[config.mk]
export PLATFORM = sky130hd
export DESIGN_NAME = wdog_timer
export DESIGN_NICKNAME = d
export VERILOG_FILES = /design/src/rtl/wdog_pkg.sv /design/src/rtl/wdog_counter.sv /design/src/rtl/wdog_ctrl.sv /design/src/rtl/wdog_timer.sv
export SDC_FILE = /design/constraint.sdc
export NUM_CORES = 1
export LEC_CHECK = 0
export ABC_AREA = 1
export BUFFER_PORTS_ARGS = -buffer_cell sky130_fd_sc_hd__buf_2
export CAP_MARGIN = 20
export CORE_MARGIN = 4
export CORE_UTILIZATION = 49
export CTS_BUF_LIST = sky130_fd_sc_hd__clkbuf_4
export DETAILED_ROUTE_END_ITERATION = 10
export GPL_TIMING_DRIVEN = 1
export MAX_ROUTING_LAYER = met4
export PLACE_DENSITY = 0.79
export REMOVE_ABC_BUFFERS = 1
export SYNTH_ARGS = -nofsm -noshare
export SYNTH_HDL_FRONTEND = slang
export SYNTH_HIERARCHICAL = 1
export SYNTH_SLANG_ARGS = --single-unit
export TNS_END_PERCENT = 20
[constraint.sdc]
create_clock -name clk -period 2.1 [get_ports clk]
set_clock_uncertainty 0.05 [all_clocks]
set_input_delay 0 -clock clk [delete_from_list [all_inputs] [get_ports clk]]
set_output_delay 0 -clock clk [all_outputs]
set_load 0.01 [all_outputs]
[src/rtl/wdog_pkg.sv]
package wdog_pkg;
  // Field positions in the control word.
  localparam int B_RESTART = 0;
  localparam int B_RSTEN   = 1;
  localparam int B_RSTFLAG = 2;
  localparam int B_IRQFLAG = 3;
  localparam int B_IRQEN   = 6;
  localparam int B_EN      = 7;
  localparam int B_SEL_LO  = 8;

  // Strobes from control to the counter datapath.
  typedef struct packed {
    logic run;
    logic clear;
  } cntCtl_t;

  // Events reported back by the datapath.
  typedef struct packed {
    logic irqHit;
    logic rstHit;
    logic atEnd;
  } cntEvt_t;
endpackage

[src/rtl/wdog_counter.sv]
module wdog_counter
  import wdog_pkg::*;
#(
  parameter int SEL_W = 3,
  parameter int DELAY = 1024,
  parameter int CNT_W = 20
) (
  input  logic             clk,
  input  logic             rstN,
  input  cntCtl_t          ctl,
  input  logic [SEL_W-1:0] sel,
  output cntEvt_t          evt
);
  localparam int N_SEL = 2 ** SEL_W;

  logic [CNT_W-1:0] cnt;
  logic [CNT_W-1:0] cntNext;
  logic [CNT_W-1:0] limIrq;
  logic [CNT_W-1:0] limRst;

  always_comb begin
    limIrq = '0;
    for (int i = 0; i < N_SEL; i++) begin
      if (sel == SEL_W'(i)) limIrq = CNT_W'(1) << (2 * i + 4);
    end
    limRst  = limIrq + CNT_W'(DELAY);
    cntNext = cnt + CNT_W'(1);
  end

  always_ff @(posedge clk) begin
    if (!rstN)          cnt <= '0;
    else if (ctl.clear) cnt <= '0;
    else if (ctl.run)   cnt <= cntNext;
  end

  always_comb begin
    evt.irqHit = ctl.run && !ctl.clear && (cntNext == limIrq);
    evt.rstHit = ctl.run && !ctl.clear && (cntNext == limRst);
    evt.atEnd  = (cnt == limRst);
  end
endmodule

[src/rtl/wdog_ctrl.sv]
module wdog_ctrl
  import wdog_pkg::*;
#(
  parameter int DATA_W = 32,
  parameter int SEL_W  = 3,
  parameter int HOLD   = 2
) (
  input  logic              clk,
  input  logic              rstN,
  input  logic              wrEn,
  input  logic [DATA_W-1:0] wrData,
  input  cntEvt_t           evt,
  output cntCtl_t           ctl,
  output logic [SEL_W-1:0]  sel,
  output logic [DATA_W-1:0] rdData,
  output logic              irqOut,
  output logic              rstPulse
);
  localparam int HOLD_W = $clog2(HOLD + 1);

  logic              enReg, rstEnReg, irqEnReg;
  logic              irqFlag, rstFlag;
  logic [HOLD_W-1:0] holdCnt;
  logic              holding, restartReq;

  assign holding    = (holdCnt != '0);
  assign restartReq = wrEn && wrData[B_RESTART];

  always_comb begin
    ctl.clear = !enReg || restartReq || holding;
    ctl.run   = enReg && !holding && !evt.atEnd;
  end

  always_ff @(posedge clk) begin
    if (!rstN) begin
      enReg    <= 1'b0;
      rstEnReg <= 1'b0;
      irqEnReg <= 1'b0;
      sel      <= '0;
    end else if (wrEn) begin
      enReg    <= wrData[B_EN];
      rstEnReg <= wrData[B_RSTEN];
      irqEnReg <= wrData[B_IRQEN];
      sel      <= wrData[B_SEL_LO +: SEL_W];
    end
  end

  always_ff @(posedge clk) begin
    if (!rstN)           holdCnt <= '0;
    else if (restartReq) holdCnt <= HOLD_W'(HOLD);
    else if (holding)    holdCnt <= holdCnt - HOLD_W'(1);
  end

  // Hardware set wins over a same-edge write-1-to-clear.
  always_ff @(posedge clk) begin
    if (!rstN) begin
      irqFlag  <= 1'b0;
      rstFlag  <= 1'b0;
      rstPulse <= 1'b0;
    end else begin
      irqFlag  <= (irqFlag && !(wrEn && wrData[B_IRQFLAG])) || evt.irqHit;
      rstFlag  <= (rstFlag && !(wrEn && wrData[B_RSTFLAG])) ||
                  (evt.rstHit && rstEnReg);
      rstPulse <= evt.rstHit && rstEnReg;
    end
  end

  always_comb begin
    rdData                       = '0;
    rdData[B_RESTART]            = holding;
    rdData[B_RSTEN]              = rstEnReg;
    rdData[B_RSTFLAG]            = rstFlag;
    rdData[B_IRQFLAG]            = irqFlag;
    rdData[B_IRQEN]              = irqEnReg;
    rdData[B_EN]                 = enReg;
    rdData[B_SEL_LO +: SEL_W]    = sel;
    irqOut                       = irqFlag && irqEnReg;
  end
endmodule

[src/rtl/wdog_timer.sv]
module wdog_timer
  import wdog_pkg::*;
#(
  parameter int DATA_W = 32,
  parameter int SEL_W  = 3,
  parameter int DELAY  = 1024,
  parameter int HOLD   = 2
) (
  input  logic              clk,
  input  logic              rstN,
  input  logic              wrEn,
  input  logic [DATA_W-1:0] wrData,
  output logic [DATA_W-1:0] rdData,
  output logic              irqOut,
  output logic              rstPulse
);
  localparam int MAX_EXP = 2 * (2 ** SEL_W - 1) + 4;
  localparam int CNT_W   = MAX_EXP + 2;

  cntCtl_t          ctl;
  cntEvt_t          evt;
  logic [SEL_W-1:0] sel;

  wdog_ctrl #(.DATA_W(DATA_W), .SEL_W(SEL_W), .HOLD(HOLD)) u_ctrl (
    .clk(clk), .rstN(rstN), .wrEn(wrEn), .wrData(wrData), .evt(evt),
    .ctl(ctl), .sel(sel), .rdData(rdData), .irqOut(irqOut),
    .rstPulse(rstPulse)
  );

  wdog_counter #(.SEL_W(SEL_W), .DELAY(DELAY), .CNT_W(CNT_W)) u_cnt (
    .clk(clk), .rstN(rstN), .ctl(ctl), .sel(sel), .evt(evt)
  );
endmodule

## After elaboration in Yosys (flattened, before gate mapping)

Index checks and enable logic that the tools add are counted.

- Bits in registers: 31
- Bits in latches: 0
- Bits in writable memories: 0
- Bits in read-only memories: 0
- Bits of input ports: 35
- Output and inout port bits: 34
- Logic and storage cells: 61
- Memories kept: 0

- Add/sub/neg operators: 3
- $mul: 0
- Div/mod/pow operators: 0
- Order comparisons: 0
- Equality and inequality tests: 10
- Shifts and indexed selects: 0
- Multiplexer cells: 10
- Bitwise operators: 1
- Reduce and logical (&&, ||, !) cells: 27

Operators with widths:

| kind | count |
|---|---|
| 20-bit equality test | 2 |
| 19-bit by 11-bit adder with 20-bit output, second input constant | 1 |
| 20-bit by 1-bit adder with 20-bit output, second input constant | 1 |
| 20-bit by 19-bit equality test with 1-bit output | 1 |
| 19-bit two-way mux | 1 |
| 17-bit two-way mux | 1 |
| 15-bit two-way mux | 1 |
| 13-bit two-way mux | 1 |
| 3-bit equality test, second input constant | 4 |
| 1-bit logical AND | 12 |
| 11-bit two-way mux | 1 |
| 9-bit two-way mux | 1 |
| 7-bit two-way mux | 1 |
| 3-bit by 2-bit equality test with 1-bit output, second input constant | 2 |
| 1-bit logical NOT | 6 |
| 5-bit two-way mux | 1 |
| 1-bit logical OR | 4 |
| 2-bit two-way mux | 2 |
| 2-bit nonzero test | 2 |
| 2-bit OR reduction | 2 |
| 3-bit by 1-bit equality test with 1-bit output, second input constant | 1 |
| 3-bit logical NOT | 1 |
| 2-bit by 1-bit subtractor with 2-bit output, second input constant | 1 |
| 1-bit NOT | 1 |

## Depth between registers and ports, before layout

- Word-level depth: 17
- Gate-level depth with buffers: 19
- Depth with buffers taken out: 16

## Modules after synthesis

The synthesis kept the hierarchy.

Modules (own cells, without submodules):

| module | times used | cells an instance | area an instance (um2) | seq. area each (um2) |
|---|---|---|---|---|
| wdog_counter | 1 | 283 | 1,705.4 | 400.4 |
| wdog_ctrl | 1 | 87 | 648.1 | 220.2 |

## Worst setup path before layout

OpenSTA, ideal clock, no wires.

- Path kind: reg-to-reg
- From: register u_ctrl.sel[0]
- To: register u_ctrl.rstFlag
- Setup time: 0.116 ns
- Data arrival time: 2.046 ns
- Data required time: 1.934 ns
- Setup slack: -0.112 ns
- Cell stages (with the launch flop): 20
- Buffers on the path: 3
- Period minus slack after synthesis: 2.212 ns
- Cell sequence: dfxtp_1 buf_4 buf_2 nor2_1 nand2_1 nand2_1 nand2_1 nor4_1 nand3_1 nor2_1 nor2_1 inv_1 buf_2 nor2_2 nand2_1 nor2_2 nand2_1 nor2_1 nand2_1 a21oi_1

RTL lines:

| element | RTL line | source |
|---|---|---|
| start, declared | wdog_ctrl.sv:14 | `output logic [SEL_W-1:0] sel,` |
| start signal, assigned | wdog_ctrl.sv:44 | `sel <= wrData[B_SEL_LO +: SEL_W];` |
| end signal, assigned | wdog_ctrl.sv:62 | `rstFlag <= (rstFlag && !(wrEn && wrData[B_RSTFLAG])) \|\|` |
| end, declared | wdog_ctrl.sv:22 | `logic irqFlag, rstFlag;` |

==> impl_metrics.py <==
metrics = {
    "cts": {
        "clockBufferDepth": 2,
        "cts.sinks": 31,
        "h-tree-depth": 2,
        "cts_tree": "done",
        "cts_buffers": 5,
        "clk_latency_ns": 0.34,
        "cts_root_buf": "clkbuf_4",
        "clk_pin_slew_ns": 0.10,
    },
    "yosys": {
        "synth_top_family_by_area": "simple AND/OR/NAND/NOR gates",
        "synth_edf_count": 0,
        "synthXorXnorAreaFrac_pct": 2.605,
        "ys.flop_type": "dfxtp_1",
        "synth_top_area_share_pct": 26.37,
        "ys.warnings.count": 6,
        "synth_area_leader_cell": "dfxtp_1",
        "synth-seq-cells": 31,
        "async_reset_ff_share_pct": 0,
        "synth_compound_area_share_pct": 11.38,
        "synth_seq_area_share_pct": 26.37,
        "syn_area_per_cell_sq_um": 6.361,
        "yosys.area_share.simple_pct": 37.21,
        "syn_inst": 370,
        "synth_adder_area_share_pct": 1.595,
        "synth_area_sq_um": 2354,
        "synth_area_leaders": "dfxtp_1, nand2_1, buf_4",
        "ys_types": 35,
        "muxShareOfSynthArea_pct": 0,
    },
    "critical_path": {
        "r2r_start": "u_ctrl/sel[1]",
        "slowest_delay_ns": 0.41,
        "r2r_slack_ns": 0.03,
        "cp_slowest_cell": "dfxtp_4",
        "cp.arrival_ns": 2.25,
        "timing.rr.end": "u_cnt/cnt[12]",
        "required_ns": 2.27,
        "cp_max_fo": 8,
        "critPathKind": "reg -> reg",
        "r2r_cells": 12,
        "startpoint_type": "register",
        "endpoint_kind": "register",
        "path_cells": "nand3_1 -> xor2_2 -> inv_1 -> nor4_2 -> nand3_1 -> nor2_1 -> nor2_2 -> inv_2 -> nor2_2 -> nand2_1 -> o21ai_0 -> nor3b_2",
    },
    "timing": {
        "finalSetupViolations": 0,
        "hold_viol_final": 0,
        "min_period_over_period_pct": 98.73,
        "post-route-min-period_ns": 2.073,
        "whs_ns": 0.4274,
        "max_freq_mhz": 482.3,
        "rsz0062_at_grt": "yes",
        "drv_slew": 0,
        "layout_setup_ws_ns": 0.02664,
    },
    "drt": {
        "drtAntennaViolNets": 0,
        "viasPerCell": 5.242,
        "drt_wl_total_mm": 6.826,
        "drc": 0,
        "drt-initial-drc-count": 187,
        "first_pass_iters": 5,
        "vias": 2574,
        "wl_per_cell_microns": 13.90,
    },
    "global_routing": {
        "grt_max_degree": 12,
        "grt_overflow": 0,
        "grt_pass1_vias": 2481,
        "grt_pass1_wl_mm": 10.85,
        "antenna_found_initial": 0,
        "track_usage_pct": 22.96,
    },
    "job": {
        "cap_violations": 0,
    },
    "die": {
        "die_w_microns": 77.31,
        "core-area_sq_um": 4504,
        "fp.dieH_microns": 77.31,
        "row_count": 24,
        "fp.dieArea_sq_um": 5976,
        "io_pins": 69,
        "start_util_pct": 52.25,
    },
    "worst_hold_path": {
        "worstHoldPathType": "in -> reg",
        "min_from": "wrData[2]",
        "hold_end": "u_ctrl/rstFlag",
        "worstHoldPathCells": 5,
    },
    "finish": {
        "layout.nets": 477,
        "insertedDiodeCount": 0,
        "seq_area_sq_um": 634.4,
        "drive_gt1_share_pct": 25.97,
        "area_delta_synth_final_pct": 27.11,
        "final_util_pct": 66.42,
        "multiInputGateArea_sq_um": 1431,
        "fill_cells": 371,
    },
    "pwr": {
        "p_int_mw": 0.8259,
        "leakage_nw": 1.421,
        "pwr-share-clk_pct": 28.1,
        "peakVddDrop_mv": 0.2784,
        "seqPwrFrac_pct": 52.0,
        "power.density_nw_per_um2": 396.0,
        "power.total_mw": 1.185,
        "combPwrFrac_pct": 19.9,
        "p_switching_mw": 0.3588,
        "sw_frac_of_total_pct": 30.28,
    },
    "place": {
        "place_worst_setup_slack_ns": -0.07648,
        "place.gp.congestion": 0.9981,
        "hpwlAfterDp_mm": 4.586,
        "port_buffers": 22,
    },
    "outcome": {
        "status": "completed",
    },
}
## cell usage in the layout, fill, tap and decap left out, types with 3 or more instances in the layout
cell type	Yosys	final
nor2_2	4	12
conb_1	1	23
a21oi_1	19	17
nand4_1	10	10
nand3_1	27	26
o211ai_1	4	4
dfxtp_1	31	24
nand2_1	78	76
clkbuf_4	0	5
nor3_1	11	11
nor2_4	4	6
inv_2	2	4
o21ai_0	21	20
nor2_1	38	28
a21oi_2	1	3
dfxtp_2	0	5
buf_2	2	22
xor2_1	6	5
nand2_2	5	5
buf_4	33	34
dlygate4sd3_1	0	20
inv_1	51	50
## cells in the mapped netlist, types with 2 or more instances
cell	instances
xor2_1	6
buf_2	2
a21oi_1	19
o21ai_0	21
nand4_1	10
nor3_1	11
nand3_1	27
clkbuf_1	3
nand2_2	5
nand2_1	78
o211ai_1	4
clkinv_1	2
nor2_1	38
nor4_1	2
inv_1	51
dfxtp_1	31
inv_2	2
nor2_2	4
ha_1	3
nor2_4	4
buf_4	33
## through the flow
stage | TNS, ns | area, sq um | instances
2_1_floorplan | -4.189 | 2156 | 353
3_3_place_gp | 0 | 2586 | 461
3_5_place_dp | -0.09934 | 2586 | 461
4_1_cts | 0 | 2845 | 488
5_1_grt | -1.752 | 2992 | 491
6_report | 0 | 2992 | 491
## critical path: cells and delay by family, from the launching register on
kind	cells	cell delay, ns
AOI/OAI and AO/OA	1	0.08
xor gates and xnor gates	1	0.17
buffers and inverters	2	0.18
DFF	1	0.41
and+or+nand+nor	8	1.07
## cell type report
class / instances / share of cell area (%)
sequential: 31 / 21.20
tap: 52 / 2.175
inverter: 55 / 6.901
clock inverter: 2 / 0.2928
clock buffer: 5 / 1.255
timing repair buffer: 79 / 20.33
multi-input combinational: 267 / 47.85
## cell families after synthesis
| kind of cell | after synthesis |
|---|---|
| buf+inv | 94 |
| flops | 31 |
| xor+xnor | 7 |
| other cells | 1 |
| compound gates | 49 |
| simple gates | 185 |
| fa+ha+maj | 3 |
## routing by layer
layer | global-route usage [%] | wire [microns]
met1 | 26.73 | 2798
met2 | 38.34 | 3241
met3 | 4.567 | 491
met4 | 9.786 | 295
met5 | - | 0
## flip-flops by register name (all words and copies together) (netlist names)
| name | cells |
|---|---|
| u_cnt/cnt | 20 |
| u_ctrl/enReg | 1 |
| u_ctrl/holdCnt | 2 |
| u_ctrl/irqEnReg | 1 |
| u_ctrl/irqFlag | 1 |
| u_ctrl/rstEnReg | 1 |
| u_ctrl/rstFlag | 1 |
| u_ctrl/rstPulse | 1 |
| u_ctrl/sel | 3 |
## power groups by stage
stage,clock network (mW),registers (mW),logic [mW]
final,0.333,0.616,0.236
after global routing,0.365,0.617,0.257
after CTS,0.338,0.614,0.219
after detailed placement,0,0.626,0.188
after global placement,0,0.626,0.185
after floorplan,0,0.630,0.0950
## how the worst max path moves through the flow
stage / start / endpoint / slack [ns] / cells after the start
2_1_floorplan: u_ctrl/sel[0] / u_cnt/cnt[12] / -0.45 / 12
3_3_place_gp: u_ctrl/sel[0] / u_cnt/cnt[6] / 0.03 / 13
3_5_place_dp: u_ctrl/sel[0] / u_cnt/cnt[12] / -0.08 / 12
4_1_cts: u_cnt/cnt[0] / u_cnt/cnt[12] / 0.007 / 13
5_1_grt: u_ctrl/sel[1] / u_cnt/cnt[12] / -0.17 / 12
6_report: u_ctrl/sel[1] / u_cnt/cnt[12] / 0.03 / 12
## what timing repair did
item / in CTS / in global routing
hold buffers: 20 / 0
gates resized for setup: 7 / 32
setup endpoints to repair: 5 / 15
pin swaps: 0 / 20
setup buffers: 0 / 3
hold endpoints to repair: 11 / 0
No activity file was read; power rests on OpenSTA's default activity.
